[config.mk]
export PLATFORM = sky130hd
export DESIGN_NAME = bridge_xact_queue
export DESIGN_NICKNAME = d
export VERILOG_FILES = /design/src/rtl/bxq_pkg.sv /design/src/rtl/bxq_fifo.sv /design/src/rtl/bxq_delay_table.sv /design/src/rtl/bridge_xact_queue.sv
export SDC_FILE = /design/constraint.sdc
export NUM_CORES = 1
export LEC_CHECK = 0
export BUFFER_PORTS_ARGS = -buffer_cell sky130_fd_sc_hd__buf_4
export CAP_MARGIN = 25
export CORE_ASPECT_RATIO = 1.5
export CORE_MARGIN = 2
export CORE_UTILIZATION = 50
export CTS_CLUSTER_SIZE = 24
export DETAILED_ROUTE_END_ITERATION = 10
export PLACE_DENSITY_LB_ADDON = 0.25
export SYNTH_ARGS = -nofsm -noshare
export SYNTH_HDL_FRONTEND = slang
export SYNTH_SLANG_ARGS = --single-unit
export TNS_END_PERCENT = 5
[constraint.sdc]
create_clock -name clk -period 12.3 [get_ports clk]
set_clock_uncertainty 0.05 [all_clocks]
set_input_delay 0.615 -clock clk [delete_from_list [all_inputs] [get_ports clk]]
set_output_delay 0.615 -clock clk [all_outputs]
set_load 0.01 [all_outputs]
[src/rtl/bxq_pkg.sv]
`timescale 1ns/1ps
package bxq_pkg;
    localparam int XQ_AW  = 32;
    localparam int XQ_DW  = 32;
    localparam int XQ_BEW = XQ_DW / 8;

    typedef enum logic [3:0] {
        CMD_IORD   = 4'h2,
        CMD_IOWR   = 4'h3,
        CMD_MRD    = 4'h6,
        CMD_MWR    = 4'h7,
        CMD_CFGRD  = 4'hA,
        CMD_CFGWR  = 4'hB,
        CMD_MRDMUL = 4'hC,
        CMD_MRDLN  = 4'hE,
        CMD_MWRINV = 4'hF
    } cmd_e;

    typedef enum logic [1:0] {
        K_NONE   = 2'd0,
        K_POSTED = 2'd1,
        K_DWR    = 2'd2,
        K_DRD    = 2'd3
    } kind_e;

    typedef enum logic [1:0] {
        SL_FREE, SL_WAIT, SL_ISSUED, SL_DONE
    } slot_e;

    typedef struct packed {
        logic [3:0]        cmd;
        logic [XQ_AW-1:0]  addr;
        logic [XQ_BEW-1:0] be;
        logic [XQ_DW-1:0]  data;
    } xact_t;

    function automatic kind_e classify(input logic [3:0] c);
        kind_e k;
        case (c)
            CMD_MWR, CMD_MWRINV:                               k = K_POSTED;
            CMD_IOWR, CMD_CFGWR:                               k = K_DWR;
            CMD_IORD, CMD_MRD, CMD_CFGRD, CMD_MRDMUL, CMD_MRDLN: k = K_DRD;
            default:                                           k = K_NONE;
        endcase
        return k;
    endfunction

    // Repeat identity: write data only counts for delayed writes.
    function automatic logic same_req(input xact_t a, input xact_t b);
        logic base;
        base = (a.cmd == b.cmd) && (a.addr == b.addr) && (a.be == b.be);
        if (classify(a.cmd) == K_DWR)
            return base && (a.data == b.data);
        return base;
    endfunction
endpackage

[src/rtl/bxq_fifo.sv]
`timescale 1ns/1ps
module bxq_fifo #(
    parameter int W     = 8,
    parameter int DEPTH = 4
) (
    input  logic         clk,
    input  logic         rst,
    input  logic         push,
    input  logic [W-1:0] din,
    input  logic         pop,
    output logic [W-1:0] dout,
    output logic         empty,
    output logic         full
);
    localparam int PW = (DEPTH > 1) ? $clog2(DEPTH) : 1;
    localparam int CW = $clog2(DEPTH + 1);

    logic [W-1:0]  mem [DEPTH];
    logic [PW-1:0] wp, rp;
    logic [CW-1:0] cnt;
    logic          do_push, do_pop;

    function automatic logic [PW-1:0] step(input logic [PW-1:0] p);
        return (p == PW'(DEPTH - 1)) ? '0 : p + 1'b1;
    endfunction

    assign empty   = (cnt == '0);
    assign full    = (cnt == CW'(DEPTH));
    assign do_push = push && !full;
    assign do_pop  = pop && !empty;
    assign dout    = mem[rp];

    always_ff @(posedge clk) begin
        if (do_push) mem[wp] <= din;
    end

    always_ff @(posedge clk) begin
        if (rst) begin
            wp  <= '0;
            rp  <= '0;
            cnt <= '0;
        end else begin
            if (do_push) wp <= step(wp);
            if (do_pop)  rp <= step(rp);
            cnt <= cnt + CW'(do_push) - CW'(do_pop);
        end
    end
endmodule

[src/rtl/bxq_delay_table.sv]
`timescale 1ns/1ps
module bxq_delay_table
    import bxq_pkg::*;
#(
    parameter int DEPTH = 4
) (
    input  logic             clk,
    input  logic             rst,
    input  logic             lk_valid,
    input  xact_t            lk_req,
    output logic             lk_accept,
    output logic             lk_retry,
    output logic [XQ_DW-1:0] lk_rdata,
    output logic [DEPTH-1:0] lk_hit,
    output logic             iss_valid,
    input  logic             iss_ready,
    output xact_t            iss_req,
    input  logic             cpl_valid,
    input  logic [XQ_DW-1:0] cpl_data
);
    localparam int IW = (DEPTH > 1) ? $clog2(DEPTH) : 1;

    slot_e            st [DEPTH];
    xact_t            rq [DEPTH];
    logic [XQ_DW-1:0] rd [DEPTH];

    logic          any_hit, hit_done, has_free;
    logic [IW-1:0] hit_idx, free_idx, ord_head, cur_idx;
    logic          ord_empty, ord_full, inflight;
    logic          do_alloc, do_free, do_iss;

    always_comb begin
        hit_idx  = '0;
        hit_done = 1'b0;
        has_free = 1'b0;
        free_idx = '0;
        for (int i = 0; i < DEPTH; i++) begin
            lk_hit[i] = (st[i] != SL_FREE) && same_req(rq[i], lk_req);
            if (lk_hit[i]) begin
                hit_idx  = IW'(i);
                hit_done = (st[i] == SL_DONE);
            end
        end
        for (int i = DEPTH - 1; i >= 0; i--) begin
            if (st[i] == SL_FREE) begin
                has_free = 1'b1;
                free_idx = IW'(i);
            end
        end
    end

    assign any_hit   = |lk_hit;
    assign do_alloc  = lk_valid && !any_hit && has_free && !ord_full;
    assign do_free   = lk_valid && any_hit && hit_done;
    assign lk_accept = do_free;
    assign lk_retry  = lk_valid && !do_free;
    assign lk_rdata  = do_free ? rd[hit_idx] : '0;

    assign iss_valid = !inflight && !ord_empty;
    assign iss_req   = rq[ord_head];
    assign do_iss    = iss_valid && iss_ready;

    // Slot indices in store order: issue follows arrival.
    bxq_fifo #(.W(IW), .DEPTH(DEPTH)) u_order (
        .clk   (clk),
        .rst   (rst),
        .push  (do_alloc),
        .din   (free_idx),
        .pop   (do_iss),
        .dout  (ord_head),
        .empty (ord_empty),
        .full  (ord_full)
    );

    always_ff @(posedge clk) begin
        if (do_alloc) rq[free_idx] <= lk_req;
        if (cpl_valid && inflight)
            rd[cur_idx] <= (classify(rq[cur_idx].cmd) == K_DRD) ? cpl_data : '0;
    end

    always_ff @(posedge clk) begin
        if (rst) begin
            for (int i = 0; i < DEPTH; i++) st[i] <= SL_FREE;
            inflight <= 1'b0;
            cur_idx  <= '0;
        end else begin
            if (do_alloc) st[free_idx] <= SL_WAIT;
            if (do_iss) begin
                st[ord_head] <= SL_ISSUED;
                inflight     <= 1'b1;
                cur_idx      <= ord_head;
            end
            if (cpl_valid && inflight) begin
                st[cur_idx] <= SL_DONE;
                inflight    <= 1'b0;
            end
            if (do_free) st[hit_idx] <= SL_FREE;
        end
    end
endmodule

[src/rtl/bridge_xact_queue.sv]
`timescale 1ns/1ps
module bridge_xact_queue
    import bxq_pkg::*;
#(
    parameter int PQ_DEPTH = 4,
    parameter int DQ_DEPTH = 4
) (
    input  logic              clk,
    input  logic              rst,
    input  logic              req_valid,
    input  logic [3:0]        req_cmd,
    input  logic [XQ_AW-1:0]  req_addr,
    input  logic [XQ_BEW-1:0] req_be,
    input  logic [XQ_DW-1:0]  req_wdata,
    output logic              rsp_accept,
    output logic              rsp_retry,
    output logic [1:0]        rsp_kind,
    output logic [XQ_DW-1:0]  rsp_rdata,
    output logic              tgt_valid,
    input  logic              tgt_ready,
    output logic              tgt_posted,
    output logic [3:0]        tgt_cmd,
    output logic [XQ_AW-1:0]  tgt_addr,
    output logic [XQ_BEW-1:0] tgt_be,
    output logic [XQ_DW-1:0]  tgt_wdata,
    input  logic              tgt_cpl,
    input  logic [XQ_DW-1:0]  tgt_rdata
);
    localparam int XW = $bits(xact_t);

    kind_e         kind;
    xact_t         req, pw_head, dq_head, out_x;
    logic          pw_valid, pw_full, pw_empty, pw_pop;
    logic          dq_valid, dq_accept, dq_retry, dq_iss_valid, dq_iss_ready;
    logic [XQ_DW-1:0] dq_rdata;
    logic [DQ_DEPTH-1:0] dq_hit;
    logic          sel_post, sel_dly, hold_dly;

    assign kind     = classify(req_cmd);
    assign req      = '{cmd: req_cmd, addr: req_addr, be: req_be, data: req_wdata};
    assign pw_valid = req_valid && (kind == K_POSTED);
    assign dq_valid = req_valid && ((kind == K_DWR) || (kind == K_DRD));

    bxq_fifo #(.W(XW), .DEPTH(PQ_DEPTH)) u_post (
        .clk   (clk),
        .rst   (rst),
        .push  (pw_valid && !pw_full),
        .din   (req),
        .pop   (pw_pop),
        .dout  (pw_head),
        .empty (pw_empty),
        .full  (pw_full)
    );

    bxq_delay_table #(.DEPTH(DQ_DEPTH)) u_dly (
        .clk       (clk),
        .rst       (rst),
        .lk_valid  (dq_valid),
        .lk_req    (req),
        .lk_accept (dq_accept),
        .lk_retry  (dq_retry),
        .lk_rdata  (dq_rdata),
        .lk_hit    (dq_hit),
        .iss_valid (dq_iss_valid),
        .iss_ready (dq_iss_ready),
        .iss_req   (dq_head),
        .cpl_valid (tgt_cpl),
        .cpl_data  (tgt_rdata)
    );

    // Posted writes go first unless a delayed one is already on offer.
    assign sel_post     = !pw_empty && !hold_dly;
    assign sel_dly      = !sel_post && dq_iss_valid;
    assign pw_pop       = sel_post && tgt_ready;
    assign dq_iss_ready = sel_dly && tgt_ready;
    assign out_x        = sel_post ? pw_head : dq_head;

    always_ff @(posedge clk) begin
        if (rst) hold_dly <= 1'b0;
        else     hold_dly <= sel_dly && !tgt_ready;
    end

    assign tgt_valid  = sel_post || sel_dly;
    assign tgt_posted = sel_post;
    assign tgt_cmd    = out_x.cmd;
    assign tgt_addr   = out_x.addr;
    assign tgt_be     = out_x.be;
    assign tgt_wdata  = out_x.data;

    assign rsp_accept = (pw_valid && !pw_full) || dq_accept;
    assign rsp_retry  = (pw_valid && pw_full) || dq_retry;
    assign rsp_kind   = req_valid ? kind : K_NONE;
    assign rsp_rdata  = dq_rdata;
endmodule

Word level (Yosys, flattened, before mapping) --
Memories as Yosys holds them, arrays and structs flattened. A register that Yosys moved wholly into a read port is not among the register bits. Index checks and enable logic that the tools add are counted.
Storage, ports and cells: word-level logic and storage cells 212, bits of input ports 109, RAM bits 720, bits in read-only memories 192, output and inout bits 110, register bits after elaboration 18, memories kept 11
Operators by class: muxes and demuxes 74, equality and inequality tests 36, $add $sub $neg 8, reductions and logical operators 68, bitwise logic cells 6
Memory list:
- u_dly.rq | depth 4, bits a word 72, rd ports 6, clocked after Yosys merged registers in 1, wr ports 1, RTL line bxq_delay_table.sv:24 | xact_t rq [DEPTH];
- u_post.mem | depth 4, bits a word 72, rd ports 1, clocked after Yosys merged registers in 1, wr ports 1, RTL line bxq_fifo.sv:18 | logic [W-1:0] mem [DEPTH];
- u_dly.rd | depth 4, bits a word 32, rd ports 1, clocked after Yosys merged registers in 0, wr ports 1, RTL line bxq_delay_table.sv:25 | logic [XQ_DW-1:0] rd [DEPTH];
- (no name shown) | depth 16, bits a word 2, rd ports 1, clocked after Yosys merged registers in 0, wr ports 0, RTL line bxq_pkg.sv:39 | case (c)
- (no name shown) | depth 16, bits a word 2, rd ports 1, clocked after Yosys merged registers in 0, wr ports 0, RTL line bxq_pkg.sv:39
- (no name shown) | depth 16, bits a word 2, rd ports 1, clocked after Yosys merged registers in 0, wr ports 0, RTL line bxq_pkg.sv:39
- +5 memories
Operator list (count):
- $eq A32 B32 Y1 | 8
- $mux W72 | 1
- $mux W32 | 2
- $mux W2 | 26
- $mux W1 | 45
- $logic_and A1 B1 Y1 | 38
- $eq A4 B4 Y1 | 8
- $eq A2 B2 Y1 const B | 15
- $logic_not A1 Y1 | 10
- $reduce_or A2 Y1 | 5
- $add A2 B1 Y2 const B | 4
- $logic_not A2 Y1 | 4
- $reduce_bool A2 Y1 | 4
- $add A3 B1 Y3 | 2
- $eq A3 B3 Y1 const B | 2
- $logic_not A3 Y1 | 2
- $sub A3 B1 Y3 | 2
- $and A1 B1 Y1 | 4
- $eq A2 B2 Y1 | 2
- $logic_or A1 B1 Y1 | 4
- $reduce_or A4 Y1 | 1
- $eq A2 B1 Y1 const B | 1
- $not A1 Y1 | 2

Longest topological paths before layout --
Gate-level depths: netlist of run 1. An unclocked memory read counts as a cell.
depth after elaboration 22, gate-level depth with buffers 15, depth with buffers taken out 13

Hierarchy --
Synthesis of run 1 repeated with hierarchy kept, for this count alone.
Unflattened totals: cell total of the unflattened synthesis 1947, area, all modules 32982.9 µm²
Modules (own cells, without submodules):
- bxq_delay_table | area each 20233.2 µm², sequential area each 12792.3 µm², cells an instance 1359, times used 1
- bxq_fifo (u_post) | area each 10849.2 µm², sequential area each 8828.5 µm², cells an instance 427, times used 1
- bridge_xact_queue | area each 1127.3 µm², sequential area each 20.0 µm², cells an instance 100, times used 1
- bxq_fifo (u_dly.u_order) | area each 773.2 µm², sequential area each 420.4 µm², cells an instance 61, times used 1

Worst setup path before layout of run 1 --
No wires, ideal clock.
path kind input port to flip-flop, start input req_wdata[11], end memory u_dly.rq[3][0] (netlist name) (enable), path buffers 0, arrival 9023 ps, setup slack 2544 ps, stages on the path 8, path through xnor2_1 nand4_1 nor2_1 a311oi_2 o22ai_2 nor4b_4 inv_1 nor4_1
On the way: longest elaborated chain between the ends 12, elaborated cells between the ends (all ways) 27, classes of those cells 4 x eq/ne; 10 x mux; 13 x reduce/logical
Ends and longest elaborated chain:
- start: declaration | RTL line bridge_xact_queue.sv:14 | input logic [XQ_DW-1:0] req_wdata,
- $eq A32 B32 Y1 | RTL line bxq_pkg.sv:53 | return base && (a.data == b.data);
- $logic_and A1 B1 Y1 | RTL line bxq_pkg.sv:53
- $mux W1 | RTL line bxq_pkg.sv:52 | if (classify(a.cmd) == K_DWR)
- $mux W1 | RTL line bxq_pkg.sv:54 | return base;
- $logic_and A1 B1 Y1 | RTL line bxq_delay_table.sv:38 | lk_hit[i] = (st[i] != SL_FREE) && same_req(rq[i], lk_req);
- $reduce_or A4 Y1 * | RTL line bxq_delay_table.sv:52 | assign any_hit = |lk_hit;
- $logic_not A1 Y1 * | RTL line bxq_delay_table.sv:53 | assign do_alloc = lk_valid && !any_hit && has_free && !ord_full;
- $logic_and A1 B1 Y1 * (3 in a row) | RTL line bxq_delay_table.sv:53
- $mux W1 * | RTL line bxq_delay_table.sv:76 | if (do_alloc) rq[free_idx] <= lk_req;
- $mux W1 (not written as such) * | RTL line bxq_delay_table.sv:76
- end: declaration | RTL line bxq_delay_table.sv:24
Every way passes the cells marked *; elsewhere a longest branch is shown, timed or not. The select of a mux whose other input is x is not followed.

==> results list, run 1 <==
- Pin count of the biggest net entering global routing: 72
* Crit path arrival time: 4.98 ns
- Wire length of the first global-routing pass: 127000 um
* Static Leak: 0.0126 uW
- The number of different library cells used by synthesis comes to 64.
- Sink of the worst hold path: hold_dly
- Multi-input gate area in the final layout: 0.0101 sq mm
- Initial standard-cell utilization of the core: 0.505
- The worst setup path is launched from a flip-flop.
- Of all flip-flops after synthesis, the portion carrying an async set or reset was 0.
- The startpoint identified for the worst hold timing path is tgt_ready.
- Result of the run: complete, no violations
- Sequence of cells on the critical path: xor2_1, nor4_1, nand2_1, or4_1, buf_4, nor2_4, and3_4, o31ai_4, buf_4, nor3_1, buf_4
- Counting every net in the synthesized netlist gives 2181.
- Via count of the first global-routing pass: 19604
* Worst-path maximum fanout: 40
- The number of antenna violations at the first check in global routing is 3.
- Number of endpoints failing setup at the final stage: 0
- Htree depth: 3
- For this run, the register share of the synthesized area comes to 0.678.
- The routed layout has 18938 vias.
- DRT iter0 DRCs: 1713
* Critical path capture point type: output pin
* Setup fix buffers added after clock tree synthesis: 0
* Post-synthesis to final-layout area growth: 15.7%
- Via count normalized by instance count: 5.88
- TritonCTS clock tree: yes
* Library cell used as clock root buffer: sky130_fd_sc_hd__clkbuf_16
- Clock period minus final worst setup slack: 5.64 ns
* Y dimension of the die: 316 um
* Instance count of the mapped netlist: 2056
- Of the cells placed in the final design, the portion with a size suffix greater than 1 is 0.226.
* Post-layout nets: 2418
- Maximum buffer depth of the clock tree: 3
- In the final layout, flip-flops and latches occupy 0.0221 sq mm.
- Portion of synthesized cell area occupied by the leading cell type: 0.661
- Number of enable-type register cells in the synthesized netlist: 716
* Required time reported for the critical path endpoint: 11.64 ns
* Final wirelength: 86300 um
- Syn_area_per_cell: 15.8 sq um
- Clock-pin slew on the worst setup and hold paths: 0.06 ns
- Unrepaired setup endpoints after global routing: false
- DRT Pass-1 Iters: 5
- Portion of the clock cycle consumed by the worst path in the final layout: 0.459
- Max Cap Violations: 0
- In this design, the stage delay of the slowest critical-path cell is 0.83 ns.
- Remaining max-slew budget at the tightest pin: 0.274
- In this run the worst hold path is classified as input port to flip-flop.
- The die is 212 um wide.
* Post-detailed-route DRC marker count: 0
* Global-route usage over all layers: 0.260
* Count of clock tree sinks: 744
- Top cell types by occurrence after synthesis: 716 x sky130_fd_sc_hd__edfxtp_1, 254 x sky130_fd_sc_hd__nand2_1, 166 x sky130_fd_sc_hd__xor2_1
- For this design, the CTS-stage hold fixing added 0 buffers.
- Cts bufs inserted: 72
- Static timing analysis puts the maximum clock frequency at 0.177 GHz.
- Type of the setup path with the least slack: flip-flop to output pin
- The mapped netlist covers 0.0325 sq mm.
* Count leader, synth: sky130_fd_sc_hd__edfxtp_1
- Post-placement worst setup slack: 6.90 ns
* Kind of cell adding the most delay to the critical path: simple AND/OR/NAND/NOR gates
* Top cell by count, worst path: sky130_fd_sc_hd__buf_4
* RePlAce Congestion: 0.996
- Leading cell types by total area after synthesis: sky130_fd_sc_hd__edfxtp_1 66%, sky130_fd_sc_hd__mux4_2 10%, sky130_fd_sc_hd__xor2_1 4.5%
- Terminus of the critical flop-to-flop path: u_dly.st[1][0]
- Leading register cell type out of synthesis: sky130_fd_sc_hd__edfxtp_1
- After global routing the overflow that remains totals 0.
* Post-CTS resize count: 0
- Worst Tran Pin Value: 1.09 ns
- At the later pin of the worst-skew pair, clock insertion delay measures 0.63 ns.
- Hold Path Stages: 2
- After floorplanning, the core was divided into 114 placement rows.
* PwrDens: 194 mW/mm^2
- Remaining number of nets flagged by the antenna check after routing: 0
* IO Count: 219
- The die covers 0.0672 sq mm.
- The biggest area contributor in the post-synthesis netlist is sky130_fd_sc_hd__edfxtp_1.
* Synth Register Bits: 744
- Crit path max-delay cell type: sky130_fd_sc_hd__nor2_4
- Counting cells, the worst reg-to-reg path comes to 12.
* Final TNS setup: 0 ns
- The filler cells instantiated in the layout total 5007.
- Routed wire per std cell: 26.8 um
- Reg-to-reg startpoint: u_dly.rq[2][48]
- After floorplanning, the core was sized to cover 0.0645 sq mm.
- Port Buf Inserts: 218
- Total of warnings raised by yosys: 0
- Once detailed placement completed, the half-perimeter wirelength came to 57900 um.
* Peak VDD IR: 129 uV
- Setup slack after layout: 6.66 ns
- CP Buf/Inv Count: 3
- Hold Vio Cnt, Final: 0
* Final Slew Violations: 0
* Reg2Reg Setup Slack: 7.41 ns
[registers in the layout, indices dropped and copies added (netlist names), 2 cells and up, named ones only]
| name | flops |
|---|---|
| u_dly.rq | 288 |
| u_post.mem | 288 |
| u_dly.rd | 128 |
| u_dly.st | 8 |
| u_dly.u_order.mem | 8 |
| u_dly.u_order.cnt | 3 |
| u_post.cnt | 3 |
| u_dly.cur_idx | 2 |
| u_dly.u_order.rp | 2 |
| u_dly.u_order.wp | 2 |
| u_post.rp | 2 |
| u_post.wp | 2 |
[worst max-delay path by stage]
stage | start | to | slack (ns) | depth (start not counted)
2_1_floorplan | req_wdata[11] | u_dly.rq[3][0] | 2.54 | 8
3_3_place_gp | req_addr[10] | rsp_retry | 7.00 | 13
3_5_place_dp | req_addr[21] | rsp_rdata[8] | 6.90 | 12
4_1_cts | u_dly.rq[2][48] | rsp_rdata[8] | 6.63 | 11
5_1_grt | u_dly.rq[2][48] | rsp_rdata[29] | 6.49 | 11
6_report | u_dly.rq[2][48] | rsp_rdata[8] | 6.66 | 11
[power by group]
group | leakage [uW] | switching, uW | internal (uW)
combinational | 0.00470 | 1210 | 827
sequential | 0.00673 | 72.1 | 2930
clock | 0.00115 | 947 | 1320
total | 0.0126 | 2230 | 5080
[placed cells by master (no fill, tap or decap), types with 6 or more instances in the layout]
master and n:
sky130_fd_sc_hd__edfxtp_1 716, sky130_fd_sc_hd__mux4_2 144, sky130_fd_sc_hd__clkbuf_16 77, sky130_fd_sc_hd__nand4_1 42
sky130_fd_sc_hd__clkinv_2 7, sky130_fd_sc_hd__nand2_1 254, sky130_fd_sc_hd__inv_1 19, sky130_fd_sc_hd__nand3_1 8
sky130_fd_sc_hd__bufinv_16 8, sky130_fd_sc_hd__buf_4 246, sky130_fd_sc_hd__mux2i_1 33, sky130_fd_sc_hd__clkbuf_1 15
sky130_fd_sc_hd__and2_1 36, sky130_fd_sc_hd__xnor2_1 125, sky130_fd_sc_hd__clkinv_1 15, sky130_fd_sc_hd__o21ai_0 6
sky130_fd_sc_hd__xor2_1 166, sky130_fd_sc_hd__nor3_1 83, sky130_fd_sc_hd__nor4_1 84, sky130_fd_sc_hd__dfxtp_1 26
sky130_fd_sc_hd__ha_1 14, sky130_fd_sc_hd__a21oi_1 22, sky130_fd_sc_hd__nor2_1 105
[layer usage]
metal,up-vias,track usage,share of wire
li1,8328,-,-
met1,9713,0.301,0.36
met2,717,0.473,0.54
met3,178,0.0375,0.053
met4,2,0.123,0.044
met5,-,0,0.00014
[layout make-up]
class                      count  share of cell area
sequential                   744               0.587
multi-input combinational   1205               0.268
clock buffer                  93              0.0531
timing repair buffer         249              0.0507
tap                          870              0.0289
clock inverter                37              0.0104
inverter                      21             0.00210
antenna                        3            0.000200
[per-stage QoR]
step,area (sq um),total power (uW),instances,hold WS [ns],util
CTS,37600,7380,3218,0.117,0.583
finish,37600,7300,3222,0.138,0.584
detailed placement,35200,5120,3088,0.415,0.546
global route,37600,7600,3221,0.142,0.584
floorplan,32500,4180,2056,0.404,-
global placement,35200,5100,3086,0.419,0.545
[worst register-to-register path, delay by kind of cell, from the launching register on]
| family | cells | cell delay [ns] |
|---|---|---|
| and+or+nand+nor | 6 | 2.92 |
| DFF | 1 | 0.42 |
| buffers and inverters | 2 | 0.60 |
| AOI/OAI and AO/OA | 3 | 0.51 |
| xor gates and xnor gates | 1 | 0.18 |
[cells by family (layout without fill, tap and decap cells)]
family | count (synthesis) | count (layout) | synth area share
flops | 744 | 744 | 0.678
simple gates | 652 | 652 | 0.0958
xor+xnor | 291 | 291 | 0.0784
mux | 179 | 179 | 0.111
buf+inv | 107 | 400 | 0.0137
compound gates | 67 | 67 | 0.0160
fa+ha+maj | 16 | 16 | 0.00662
other cells | 0 | 3 | 0
Note: power is estimated with default switching activity, not from simulation.
==> inputs of run 2 (changes only) <==
Clock period 12.3 ns to 5.4 ns, I/O delays scaled along.
==> results list, run 2 (synthesized netlist as in run 1, its figures left out) <==
- Sequence of cells on the critical path: xor2_1, nor4_1, nand4_1, or4_1, o2111ai_2, a21oi_2, o31ai_4, buf_4, nor3_1, buf_4
- Clock latency on the worst-skew pair: 0.62 ns
- Crit path max-delay cell type: sky130_fd_sc_hd__or4_1
- In this run the power density over the cells is 426 mW/mm^2.
- The detailed router finished its first iteration with 1520 violations.
* Part of the total power dissipated in sequential elements: 0.419
- The library cell used most frequently in the layout, excluding fill and tap cells, is sky130_fd_sc_hd__edfxtp_1.
- Share of power burned in combinational logic: 0.282
- Maximum buffer depth of the clock tree: 3
* Dpl hpwl: 58500 um
- Die area: 0.0672 sq mm
* Clock period minus final worst setup slack: 4.84 ns
- The run finished with clean final reports.
- Setup repair after global routing left no endpoint under its margin.
* Type of the setup path with the least slack: flip-flop to output pin
- Crit path arrival time: 4.52 ns
- OpenSTA, run right after detailed placement, puts the worst setup slack at 1.11 ns.
* TritonCTS clock tree: yes
* Filler-free cell count of the finished design: 3335
- The share of total power dissipated in the clock network is 0.299.
- Most used cells in the layout excluding fill and tap cells: 716 x sky130_fd_sc_hd__edfxtp_1, 254 x sky130_fd_sc_hd__nand2_1, 251 x sky130_fd_sc_hd__buf_4
* Max Cap Violations: 0
- CP Launch Type: flip-flop
- The floorplan step defined a core boundary enclosing 0.0645 sq mm.
- In the routed layout, each cell is associated on average with a via count of 5.77.
* Post-layout nets: 2533
- Final Slew Violations: 0
* Clock-pin slew on the worst setup and hold paths: 0.06 ns
- The first global-routing pass estimated 128000 um of wire.
- Peak VDD IR: 390 uV
- From left edge to right edge, the die measures 212 um.
- Counting tap cells, the placed design contains a total of 3098 instances.
- The analysis attributes to cell leakage a power of 0.0130 uW.
- For the pin with the worst max-slew slack, the measured transition is 0.925 ns.
- Remaining max-slew budget at the tightest pin: 0.383
- Initial standard-cell utilization of the core: 0.505
- Static timing analysis puts the maximum clock frequency at 0.207 GHz.
* DRT Pass-1 Iters: 7
* IO Count: 219
- STA puts the critical path data required time at 5.08 ns.
- STA classifies the critical path endpoint as an output pin.
- Global-route usage over all layers: 0.262
- Cts bufs inserted: 72
- Via count of the first global-routing pass: 19982
- After detailed routing, the total wire length is 86800 um.
- In the final layout, the registers with the most flip-flops are u_dly.rq: 288 flops, u_post.mem: 288 flops, u_dly.rd: 128 flops.
- Entering global routing, the biggest net connects 74 pins.
* Setup slack after layout: 0.557 ns
* Initial antenna violation count: 4
- CP Buf/Inv Count: 2
- In this run the vertical extent of the chip is 316 um.
- Internal Power: 11400 uW
- Layout fillers: 4965
- Switching power of the nets: 5070 uW
- The count of nets left with antenna violations once routing finished came out at 0.
- Of the total power, the share spent switching nets is 0.308.
- Library cell used as clock root buffer: sky130_fd_sc_hd__clkbuf_16
- RePlAce Congestion: 0.911
- Total power draw: 16500 uW
- CTS built an H-tree with a depth of 3.
* Hold Vio Cnt, Final: 0
* Port Buf Inserts: 218
* Total congestion overflow: 0
* Worst-path maximum fanout: 27
- For this design, the sink count on the clock tree is 744.
- The initialized floorplan defines 114 standard-cell rows.
- Post-synthesis to final-layout area growth: 19.0%
* Top cell by count, worst path: sky130_fd_sc_hd__buf_4
- The worst hold path belongs to the class input port to flip-flop.
* Number of endpoints failing setup at the final stage: 0
* Kind of cell adding the most delay to the critical path: simple AND/OR/NAND/NOR gates
- Dividing the detail-routed wire length by the instance count gives 26.0 um.
* Portion of the clock cycle consumed by the worst path in the final layout: 0.897
- Crit-path max cell delay: 0.70 ns
- After detailed routing, the number of remaining DRC violations is 0.
- Share of cells above drive strength 1: 0.220
* Total number of vias: 19239
run 2: metal layers:
metal,track usage,part of all wire,up-vias
met5,0,0.00047,-
met4,0.108,0.039,6
met3,0.0415,0.053,127
met2,0.480,0.54,697
met1,0.304,0.37,9867
li1,-,-,8542
run 2: final timing paths:
path                                          start                    to  slack (ns)  cells past startpoint
worst max-delay path                u_dly.rq[1][45]         rsp_rdata[21]        0.56                     10
worst min-delay path                        tgt_cpl        u_dly.inflight        0.17                      4
worst max register to register      u_dly.rq[1][45]  u_dly.u_order.cnt[1]        1.13                     12
worst min register to register  u_dly.u_order.rp[1]   u_dly.u_order.rp[1]        0.44                      2
run 2: layout make-up:
class / count / area [sq um] / area share
sequential: 744 / 22100 / 0.570
tap: 870 / 1090 / 0.0281
multi-input combinational: 1205 / 10100 / 0.261
timing repair buffer: 364 / 3070 / 0.0793
antenna: 1 / 2.50 / 0.0000647
clock inverter: 36 / 297 / 0.00766
inverter: 21 / 78.8 / 0.00204
clock buffer: 94 / 1990 / 0.0514
run 2: worst min-delay path: cells and delay by family:
kind          cells  cell delay (ns)
simple gates      2             0.23
buf+inv           2             0.29
run 2: repair_timing:
| action | 4_1_cts | 5_1_grt |
|---|---|---|
| hold buffers | 106 | 0 |
| gates resized for setup | 0 | 0 |
| endpoints found under the hold margin | 715 | 0 |
| setup buffers | 0 | 0 |
run 2: through the flow:
step	area, sq um	setup TNS, ns	hold slack (ns)	utilization
final	38700	0	0.173	0.600
after global placement	35300	0	0.404	0.548
after CTS	38700	0	0.137	0.600
after detailed placement	35400	0	0.419	0.548
after floorplan	32500	-5.85	0.297	-
after global routing	38700	0	0.176	0.600
run 2: power groups by stage:
stage / clock network [uW] / registers (uW) / logic (uW)
global route: 5230 / 6930 / 5040
finish: 4930 / 6900 / 4660
global placement: 0 / 7010 / 4630
CTS: 5010 / 6910 / 4740
floorplan: 0 / 6920 / 2600
detailed placement: 0 / 7030 / 4650
